**src/rtl/rpcm_pkg.sv**
```systemverilog
package rpcm_pkg;

    // control word fields
    localparam logic [31:0] CTRL_FIRE_WORD  = 32'h0000_0003;  // fire + armed
    localparam logic [31:0] CTRL_PARK_WORD  = 32'h0000_0000;
    localparam int unsigned CTRL_DONE_BIT   = 2;

    typedef enum logic [2:0] {
        PH_IDLE,
        PH_LOAD,
        PH_KICK,
        PH_POLL,
        PH_CLEAR,
        PH_FETCH
    } phase_e;

    typedef enum logic [1:0] {
        CALL_OK      = 2'd0,
        CALL_TIMEOUT = 2'd1,
        CALL_BUSERR  = 2'd2
    } call_status_e;

    // one scripted bus access
    typedef struct packed {
        logic        wr;
        logic [31:0] off;
        logic [31:0] wdata;
    } access_t;

    function automatic logic [31:0] off_ctrl();
        return 32'h0000_0000;
    endfunction

    function automatic logic [31:0] off_method();
        return 32'h0000_0004;
    endfunction

    function automatic logic [31:0] off_arg(input int unsigned k);
        return 32'(8 + 4 * k);
    endfunction

    // results follow the operand block
    function automatic logic [31:0] off_res(input int unsigned n_args, input int unsigned k);
        return 32'(8 + 4 * n_args + 4 * k);
    endfunction

endpackage

```
**src/rtl/rpcm_axil_port.sv**
```systemverilog
module rpcm_axil_port
    import rpcm_pkg::*;
#(
    parameter int unsigned ADDR_W = 32,
    parameter int unsigned DATA_W = 32
) (
    input  logic                clk,
    input  logic                rst,
    input  logic                req_i,
    input  logic                req_wr_i,
    input  logic [ADDR_W-1:0]   req_addr_i,
    input  logic [DATA_W-1:0]   req_wdata_i,
    output logic                ack_o,
    output logic                ack_err_o,
    output logic [DATA_W-1:0]   ack_rdata_o,
    output logic [ADDR_W-1:0]   m_awaddr,
    output logic                m_awvalid,
    input  logic                m_awready,
    output logic [DATA_W-1:0]   m_wdata,
    output logic [DATA_W/8-1:0] m_wstrb,
    output logic                m_wvalid,
    input  logic                m_wready,
    input  logic [1:0]          m_bresp,
    input  logic                m_bvalid,
    output logic                m_bready,
    output logic [ADDR_W-1:0]   m_araddr,
    output logic                m_arvalid,
    input  logic                m_arready,
    input  logic [DATA_W-1:0]   m_rdata,
    input  logic [1:0]          m_rresp,
    input  logic                m_rvalid,
    output logic                m_rready
);

    logic aw_v_q, w_v_q, b_r_q, wr_act_q, ar_v_q, r_r_q;
    logic aw_clear, w_clear;

    assign aw_clear = !aw_v_q || m_awready;
    assign w_clear  = !w_v_q  || m_wready;

    always_ff @(posedge clk) begin
        if (rst) begin
            aw_v_q      <= 1'b0;
            w_v_q       <= 1'b0;
            b_r_q       <= 1'b0;
            wr_act_q    <= 1'b0;
            ar_v_q      <= 1'b0;
            r_r_q       <= 1'b0;
            ack_o       <= 1'b0;
            ack_err_o   <= 1'b0;
            ack_rdata_o <= '0;
            m_awaddr    <= '0;
            m_wdata     <= '0;
            m_araddr    <= '0;
        end else begin
            ack_o <= 1'b0;
            if (req_i) begin
                if (req_wr_i) begin
                    aw_v_q   <= 1'b1;
                    w_v_q    <= 1'b1;
                    wr_act_q <= 1'b1;
                    m_awaddr <= req_addr_i;
                    m_wdata  <= req_wdata_i;
                end else begin
                    ar_v_q   <= 1'b1;
                    m_araddr <= req_addr_i;
                end
            end
            if (aw_v_q && m_awready) aw_v_q <= 1'b0;
            if (w_v_q && m_wready)   w_v_q  <= 1'b0;
            if (wr_act_q && !b_r_q && aw_clear && w_clear) b_r_q <= 1'b1;
            if (b_r_q && m_bvalid) begin
                b_r_q     <= 1'b0;
                wr_act_q  <= 1'b0;
                ack_o     <= 1'b1;
                ack_err_o <= (m_bresp != 2'b00);
            end
            if (ar_v_q && m_arready) begin
                ar_v_q <= 1'b0;
                r_r_q  <= 1'b1;
            end
            if (r_r_q && m_rvalid) begin
                r_r_q       <= 1'b0;
                ack_o       <= 1'b1;
                ack_err_o   <= (m_rresp != 2'b00);
                ack_rdata_o <= m_rdata;
            end
        end
    end

    assign m_awvalid = aw_v_q;
    assign m_wvalid  = w_v_q;
    assign m_bready  = b_r_q;
    assign m_arvalid = ar_v_q;
    assign m_rready  = r_r_q;
    assign m_wstrb   = '1;

    // address and data stay up until accepted
    assert_aw_hold_R9: assert property (@(posedge clk) disable iff (rst)
        m_awvalid && !m_awready |=> m_awvalid && $stable(m_awaddr));
    assert_w_hold_R9: assert property (@(posedge clk) disable iff (rst)
        m_wvalid && !m_wready |=> m_wvalid && $stable(m_wdata));
    assert_b_after_R9: assert property (@(posedge clk) disable iff (rst)
        m_bready |-> !m_awvalid && !m_wvalid);
    // read address held, reads never overlap writes
    assert_ar_hold_R10: assert property (@(posedge clk) disable iff (rst)
        m_arvalid && !m_arready |=> m_arvalid && $stable(m_araddr));
    assert_no_overlap_R10: assert property (@(posedge clk) disable iff (rst)
        (m_arvalid || m_rready) |-> !(m_awvalid || m_wvalid || m_bready));

endmodule

```
**src/rtl/rpcm_script.sv**
```systemverilog
module rpcm_script
    import rpcm_pkg::*;
#(
    parameter int unsigned DATA_W     = 32,
    parameter int unsigned N_WORDS    = 4,
    parameter int unsigned POLL_LIMIT = 100
) (
    input  logic                      clk,
    input  logic                      rst,
    input  logic                      go_i,
    input  logic [DATA_W-1:0]         method_i,
    input  logic [N_WORDS*DATA_W-1:0] args_i,
    output logic                      busy_o,
    output logic                      res_valid_o,
    output logic [1:0]                res_status_o,
    output logic [N_WORDS*DATA_W-1:0] results_o,
    output logic                      req_o,
    output access_t                   req_acc_o,
    input  logic                      ack_i,
    input  logic                      ack_err_i,
    input  logic [DATA_W-1:0]         ack_rdata_i
);

    localparam int unsigned IDX_W  = $clog2(N_WORDS + 1);
    localparam int unsigned POLL_W = $clog2(POLL_LIMIT + 1);
    localparam logic [IDX_W-1:0]  IDX_LAST_LOAD  = IDX_W'(N_WORDS);
    localparam logic [IDX_W-1:0]  IDX_LAST_FETCH = IDX_W'(N_WORDS - 1);
    localparam logic [POLL_W-1:0] POLL_LAST      = POLL_W'(POLL_LIMIT - 1);

    phase_e              phase_q;
    call_status_e        status_q;
    logic [IDX_W-1:0]    idx_q;
    logic [POLL_W-1:0]   poll_q;
    logic                pend_q, timed_out_q, valid_q;
    logic [DATA_W-1:0]   meth_q;
    logic [DATA_W-1:0]   arg_q [N_WORDS];
    logic [DATA_W-1:0]   res_q [N_WORDS];

    assign busy_o = (phase_q != PH_IDLE);
    assign req_o  = busy_o && !pend_q;

    // access selected by the current script step
    always_comb begin
        req_acc_o = '0;
        unique case (phase_q)
            PH_LOAD: begin
                req_acc_o.wr = 1'b1;
                if (idx_q == '0) begin
                    req_acc_o.off   = off_method();
                    req_acc_o.wdata = 32'(meth_q);
                end
                for (int k = 0; k < N_WORDS; k++) begin
                    if (idx_q == IDX_W'(k + 1)) begin
                        req_acc_o.off   = off_arg(k);
                        req_acc_o.wdata = 32'(arg_q[k]);
                    end
                end
            end
            PH_KICK: begin
                req_acc_o.wr    = 1'b1;
                req_acc_o.off   = off_ctrl();
                req_acc_o.wdata = CTRL_FIRE_WORD;
            end
            PH_POLL: req_acc_o.off = off_ctrl();
            PH_CLEAR: begin
                req_acc_o.wr    = 1'b1;
                req_acc_o.off   = off_ctrl();
                req_acc_o.wdata = CTRL_PARK_WORD;
            end
            PH_FETCH: req_acc_o.off = off_res(N_WORDS, 0) + 32'({idx_q, 2'b00});
            default: req_acc_o = '0;
        endcase
    end

    always_ff @(posedge clk) begin
        if (rst) begin
            phase_q     <= PH_IDLE;
            status_q    <= CALL_OK;
            idx_q       <= '0;
            poll_q      <= '0;
            pend_q      <= 1'b0;
            timed_out_q <= 1'b0;
            valid_q     <= 1'b0;
            meth_q      <= '0;
            for (int k = 0; k < N_WORDS; k++) begin
                arg_q[k] <= '0;
                res_q[k] <= '0;
            end
        end else begin
            valid_q <= 1'b0;
            if (req_o) pend_q <= 1'b1;
            if (phase_q == PH_IDLE) begin
                if (go_i) begin
                    meth_q      <= method_i;
                    idx_q       <= '0;
                    poll_q      <= '0;
                    timed_out_q <= 1'b0;
                    phase_q     <= PH_LOAD;
                    for (int k = 0; k < N_WORDS; k++) begin
                        arg_q[k] <= args_i[k*DATA_W +: DATA_W];
                        res_q[k] <= '0;
                    end
                end
            end else if (ack_i) begin
                pend_q <= 1'b0;
                if (ack_err_i) begin
                    phase_q  <= PH_IDLE;
                    valid_q  <= 1'b1;
                    status_q <= CALL_BUSERR;
                    for (int k = 0; k < N_WORDS; k++) res_q[k] <= '0;
                end else begin
                    unique case (phase_q)
                        PH_LOAD: begin
                            if (idx_q == IDX_LAST_LOAD) begin
                                idx_q   <= '0;
                                phase_q <= PH_KICK;
                            end else begin
                                idx_q <= idx_q + 1'b1;
                            end
                        end
                        PH_KICK: phase_q <= PH_POLL;
                        PH_POLL: begin
                            if (ack_rdata_i[CTRL_DONE_BIT]) begin
                                phase_q <= PH_CLEAR;
                            end else if (poll_q == POLL_LAST) begin
                                timed_out_q <= 1'b1;
                                phase_q     <= PH_CLEAR;
                            end else begin
                                poll_q <= poll_q + 1'b1;
                            end
                        end
                        PH_CLEAR: begin
                            if (timed_out_q) begin
                                phase_q  <= PH_IDLE;
                                valid_q  <= 1'b1;
                                status_q <= CALL_TIMEOUT;
                            end else begin
                                idx_q   <= '0;
                                phase_q <= PH_FETCH;
                            end
                        end
                        PH_FETCH: begin
                            res_q[idx_q] <= ack_rdata_i;
                            if (idx_q == IDX_LAST_FETCH) begin
                                phase_q  <= PH_IDLE;
                                valid_q  <= 1'b1;
                                status_q <= CALL_OK;
                            end else begin
                                idx_q <= idx_q + 1'b1;
                            end
                        end
                        default: phase_q <= PH_IDLE;
                    endcase
                end
            end
        end
    end

    assign res_valid_o  = valid_q;
    assign res_status_o = status_q;
    for (genvar g = 0; g < N_WORDS; g++) begin : g_res
        assign results_o[g*DATA_W +: DATA_W] = res_q[g];
    end

    // a call begins only from a start request
    assert_start_src_R2: assert property (@(posedge clk) disable iff (rst)
        $rose(busy_o) |-> $past(go_i));
    // latched call inputs frozen while busy
    assert_ignore_go_R3: assert property (@(posedge clk) disable iff (rst)
        busy_o && go_i |=> $stable(meth_q) && $stable(arg_q[0]));
    // poll counter stays within its window
    assert_poll_bound_R7: assert property (@(posedge clk) disable iff (rst)
        poll_q < POLL_W'(POLL_LIMIT));
    // failed calls return no data
    assert_fail_zero_R8: assert property (@(posedge clk) disable iff (rst)
        res_valid_o && (res_status_o != 2'd0) |-> results_o == '0);
    // strobe is a single pulse
    assert_strobe_once_R11: assert property (@(posedge clk) disable iff (rst)
        res_valid_o |=> !res_valid_o);

endmodule

```
**src/rtl/rpcm_call_master.sv**
```systemverilog
module rpcm_call_master
    import rpcm_pkg::*;
#(
    parameter int unsigned ADDR_W     = 32,
    parameter int unsigned DATA_W     = 32,
    parameter int unsigned N_WORDS    = 4,
    parameter int unsigned POLL_LIMIT = 100,
    parameter logic [ADDR_W-1:0] BASE_ADDR = '0
) (
    input  logic                      clk,
    input  logic                      rst,
    input  logic                      go_i,
    input  logic [DATA_W-1:0]         method_i,
    input  logic [N_WORDS*DATA_W-1:0] args_i,
    output logic                      busy_o,
    output logic                      res_valid_o,
    output logic [1:0]                res_status_o,
    output logic [N_WORDS*DATA_W-1:0] results_o,
    output logic [ADDR_W-1:0]         m_awaddr,
    output logic                      m_awvalid,
    input  logic                      m_awready,
    output logic [DATA_W-1:0]         m_wdata,
    output logic [DATA_W/8-1:0]       m_wstrb,
    output logic                      m_wvalid,
    input  logic                      m_wready,
    input  logic [1:0]                m_bresp,
    input  logic                      m_bvalid,
    output logic                      m_bready,
    output logic [ADDR_W-1:0]         m_araddr,
    output logic                      m_arvalid,
    input  logic                      m_arready,
    input  logic [DATA_W-1:0]         m_rdata,
    input  logic [1:0]                m_rresp,
    input  logic                      m_rvalid,
    output logic                      m_rready
);

    logic              req;
    access_t           acc;
    logic              ack, ack_err;
    logic [DATA_W-1:0] ack_rdata;
    logic [ADDR_W-1:0] req_addr;

    assign req_addr = BASE_ADDR + ADDR_W'(acc.off);

    rpcm_script #(
        .DATA_W     (DATA_W),
        .N_WORDS    (N_WORDS),
        .POLL_LIMIT (POLL_LIMIT)
    ) u_script (
        .clk          (clk),
        .rst          (rst),
        .go_i         (go_i),
        .method_i     (method_i),
        .args_i       (args_i),
        .busy_o       (busy_o),
        .res_valid_o  (res_valid_o),
        .res_status_o (res_status_o),
        .results_o    (results_o),
        .req_o        (req),
        .req_acc_o    (acc),
        .ack_i        (ack),
        .ack_err_i    (ack_err),
        .ack_rdata_i  (ack_rdata)
    );

    rpcm_axil_port #(
        .ADDR_W (ADDR_W),
        .DATA_W (DATA_W)
    ) u_port (
        .clk         (clk),
        .rst         (rst),
        .req_i       (req),
        .req_wr_i    (acc.wr),
        .req_addr_i  (req_addr),
        .req_wdata_i (DATA_W'(acc.wdata)),
        .ack_o       (ack),
        .ack_err_o   (ack_err),
        .ack_rdata_o (ack_rdata),
        .m_awaddr    (m_awaddr),
        .m_awvalid   (m_awvalid),
        .m_awready   (m_awready),
        .m_wdata     (m_wdata),
        .m_wstrb     (m_wstrb),
        .m_wvalid    (m_wvalid),
        .m_wready    (m_wready),
        .m_bresp     (m_bresp),
        .m_bvalid    (m_bvalid),
        .m_bready    (m_bready),
        .m_araddr    (m_araddr),
        .m_arvalid   (m_arvalid),
        .m_arready   (m_arready),
        .m_rdata     (m_rdata),
        .m_rresp     (m_rresp),
        .m_rvalid    (m_rvalid),
        .m_rready    (m_rready)
    );

    // busy drops in the strobe cycle
    assert_idle_at_strobe_R2: assert property (@(posedge clk) disable iff (rst)
        res_valid_o |-> !busy_o);
    // no bus activity while idle
    assert_quiet_idle_R9: assert property (@(posedge clk) disable iff (rst)
        !busy_o |-> !(m_awvalid || m_wvalid || m_arvalid));

endmodule

```
**config.mk**
```make
export PLATFORM = sky130hd
export DESIGN_NAME = rpcm_call_master
export DESIGN_NICKNAME = d
export VERILOG_FILES = /design/src/rtl/rpcm_pkg.sv /design/src/rtl/rpcm_axil_port.sv /design/src/rtl/rpcm_script.sv /design/src/rtl/rpcm_call_master.sv
export SDC_FILE = /design/constraint.sdc
export NUM_CORES = 1
export LEC_CHECK = 0
export BUFFER_PORTS_ARGS = -buffer_cell sky130_fd_sc_hd__buf_2
export CAP_MARGIN = 20
export CELL_PAD_IN_SITES_DETAIL_PLACEMENT = 0
export CELL_PAD_IN_SITES_GLOBAL_PLACEMENT = 1
export CORE_MARGIN = 4
export CORE_UTILIZATION = 30
export DETAILED_ROUTE_END_ITERATION = 10
export PLACE_DENSITY_LB_ADDON = 0.08
export REMOVE_ABC_BUFFERS = 1
export SETUP_SLACK_MARGIN = 0.1
export SYNTH_ARGS = -nofsm -noshare
export SYNTH_HDL_FRONTEND = slang
export SYNTH_HIERARCHICAL = 1
export SYNTH_SLANG_ARGS = --single-unit
```
**constraint.sdc**
```tcl
create_clock -name clk -period 10.58 [get_ports clk]
set_input_delay 1.587 -clock clk [delete_from_list [all_inputs] [get_ports clk]]
set_output_delay 1.587 -clock clk [all_outputs]
set_load 0.02 [all_outputs]
```
==> results.md <==
* Hold_buf cts at 0
* Layout area overhead at 23.64%
* Mux contribution to synthesized area at less than 1%
* Max-Cap Viols at 0
* P per Cell Area at around 190 nW/um2
* Number of synthesized flops with an enable pin at 256
* Post-Synth XOR/XNOR Area at 0%
* Largest family of logic cells by synthesized area: simple AND/OR/NAND/NOR gates
* Fmax at between 0.2 and 0.3 GHz
* Crit Path Category: reg2out
* Leak Pwr at 9.513 nW
* Row cnt at 90
* Vias/cell at between 4 and 5
* Initial Util at between 30% and 40%
* CTS sink cnt at 442
* Total global routing overflow at 0
* CTS Buf Count at 50
* Pins over their slew limit at 0
* Synth Register Bits at about 440
* Adder-cell share of the synthesized area at less than 1%
* Worst Skew at about 18 ps
* CTS root buffer: clkbuf_16
* Number of hold violations in the final report at 0
* Post-CTS Setup Bufs at 0
* Post-Syn Area at 18370 um2
* Crit Path Max Fanout at 21
* Share of layout cells above drive strength 1 at 26.24%
* CTS tree: yes
* CP Launch Type: flop
* Max Buffers Root-to-Sink at 3
* Clk slew on worst S/H paths at roughly 60 ps
* Max H-tree Level at 2
* Cell variety after synth at 64
* Number of port buffers at between 400 and 500
* Dpl cells at 2815
* Core Region at between 60000 and 70000 um2
* WP data arrival at 2220 ps
* Antenna viol nets, final at 0
* Synth Warn # at 6
* Commonest non-fill, non-tap cell in the layout: buf_2
* HPWL Detailed at 40.17 mm
* Status: finished, final reports clean
* Fillers at 6100
* DR pass1 iterations at 5
* Via count at 13930
* Crit path time final at 3805 ps
* Number of endpoints failing setup at the final stage at 0
* Global-route wire length before repair at slightly above 90 mm
* Syn_area_per_cell at 10.69 um2
* Post-Route WL at between 60 and 70 mm
* Vias in the first global route at roughly 14000
* Synth Flop Type: edfxtp_1
* # nets final at between 2000 and 2500
* Max_slew headroom at 34.22%
* Simple-Gate Fraction of Synth Area at 20.53%
* Most frequent cells in the layout: buf_2 (435), nand2_1 (366), edfxtp_1 (256)
* Worst-Skew Late Latency at ~600 ps
* Period utilization at ~36%
* Worst hold path type: reg2reg
* Worst-Margin Slew at between 900 and 1000 ps
* Ports at about 440
* Count of non-filler cells in the finished layout at slightly below 3000
* GP Congestion at between 0.7 and 0.8
* Total power at ~4.2 mW
* DRT iter0 DRCs at 841
* Gr usage total at 18.05%
* Initial antenna violation count at 2
* WL/cell at between 20 and 25 um
* Residual DRC at 0
* Synth Area in Compound Gates at between 10% and 20%
* Peak supply drop at 0.1089 mV
* Setup TNS at 0 ps
* Seq/Total Area, Yosys at 62.12%
* Crit path required time at 8990 ps
* RSZ-0062 raised after global routing: false
* Die footprint at around 65000 um2
* Die height at 255.4 um
* Maximum number of pins on one net before global-route repair at 142
* Syn Inst Count at 1718
* Die width at 255.4 um
* Post-CTS sizing at 0
* FFs w/ async S/R, synth at 0%
* Crit end category: output pin
## cells in the mapped netlist, types with 3 or more instances
master	number	area (um2)
nand2b_1	41	256.5
or3_1	7	43.79
nor2b_1	5	31.28
a31oi_1	3	18.77
a211oi_1	3	22.52
buf_4	41	307.8
a311oi_1	30	262.8
o21a_1	4	30.03
nor3_2	3	30.03
clkbuf_2	3	15.01
a22o_1	32	280.3
nand2_1	369	1385
a21oi_1	144	720.7
buf_6	10	112.6
o211ai_1	36	270.3
nor2_1	49	183.9
buf_1	7	26.28
inv_1	8	30.03
nand3b_1	4	30.03
mux2i_1	6	60.06
edfxtp_1	256	7687
buf_2	34	170.2
ha_1	7	87.58
and2_1	133	832.1
dfxtp_1	186	3724
o41ai_1	3	26.28
o21ai_0	41	205.2
clkbuf_1	77	289.0
and3_1	129	807.0
## layer usage
layer | up-vias | wire, um | global-route usage, % | part of all wire [%]
met1 | 6778 | 28350 | 25.46 | 46
met3 | 80 | 2889 | 3.149 | 4.7
met5 | - | 0 | 0 | 0
li1 | 6694 | - | - | -
met2 | 375 | 28890 | 28.92 | 47
met4 | 0 | 1300 | 4.658 | 2.1
## report_power, final
group | leakage, nW | internal [mW] | switching, mW
Combinational | 4.43 | 0.152 | 0.344
Clock | 0.776 | 0.996 | 0.714
Sequential | 4.30 | 1.97 | 0.0653
Total | 9.51 | 3.12 | 1.12
## flip-flops by register name, summed over array words and instances (netlist names), 2 cells and up, named ones only
| name | cells |
|---|---|
| u_script/idx_q | 3 |
| u_script/res_q | 128 |
| u_port/m_wdata | 32 |
| u_script/res_status_o | 2 |
| u_port/m_araddr | 32 |
| u_script/meth_q | 32 |
| u_port/m_awaddr | 32 |
| u_script/phase_q | 3 |
| u_script/arg_q | 128 |
| u_port/ack_rdata_o | 32 |
| u_script/poll_q | 7 |
## worst paths after layout
path / endpoint / slack, ps / startpoint / cells after the start
setup / recovery: busy_o / 6780 / u_script/phase_q[0]$_SDFFE_PP0P_ / 2
hold / removal: u_port/m_wdata[14]$_SDFFE_PP0P_ / 450 / u_port/m_wdata[14]$_SDFFE_PP0P_ / 2
setup reg to reg: u_port/m_wdata[1]$_SDFFE_PP0P_ / 7110 / u_script/idx_q[1]$_SDFFE_PP0P_ / 9
hold reg to reg: u_port/m_wdata[14]$_SDFFE_PP0P_ / 450 / u_port/m_wdata[14]$_SDFFE_PP0P_ / 2
## per-stage QoR
step	cell area [um2]	hold WS [ps]	utilization (%)	setup slack, ps
finish	22710	452.2	37.56	6775
global route	22710	475.1	37.56	6628
CTS	22630	454.3	37.43	6709
detailed placement	21020	445.5	34.76	6317
global placement	20950	442.0	34.65	6415
floorplan	17560	438.9	-	1094
## final cells by class
cell class              instances  area (um2)  area share [%]
flip-flops and latches        442       11410           50.24
diodes                          1       2.502         0.01102
inverters                       8       36.28          0.1598
repair buffers                461        2469           10.87
well taps                     782       978.4           4.308
multi-input cells            1126        6203           27.31
clock inverters                11       150.1          0.6611
clock buffers                  82        1461           6.435
## worst max-delay path, cell delays in order, from the launching register on
cell	delay (ps)
dfxtp_1	840
or3_1	490
buf_2	290
## cells by family after synthesis
kind of cell    Yosys count
fa+ha+maj                 7
compound gates          320
simple gates            758
flops                   442
buf+inv                 180
mux                       9
other cells               2
(Power assumes the default switching activity.)
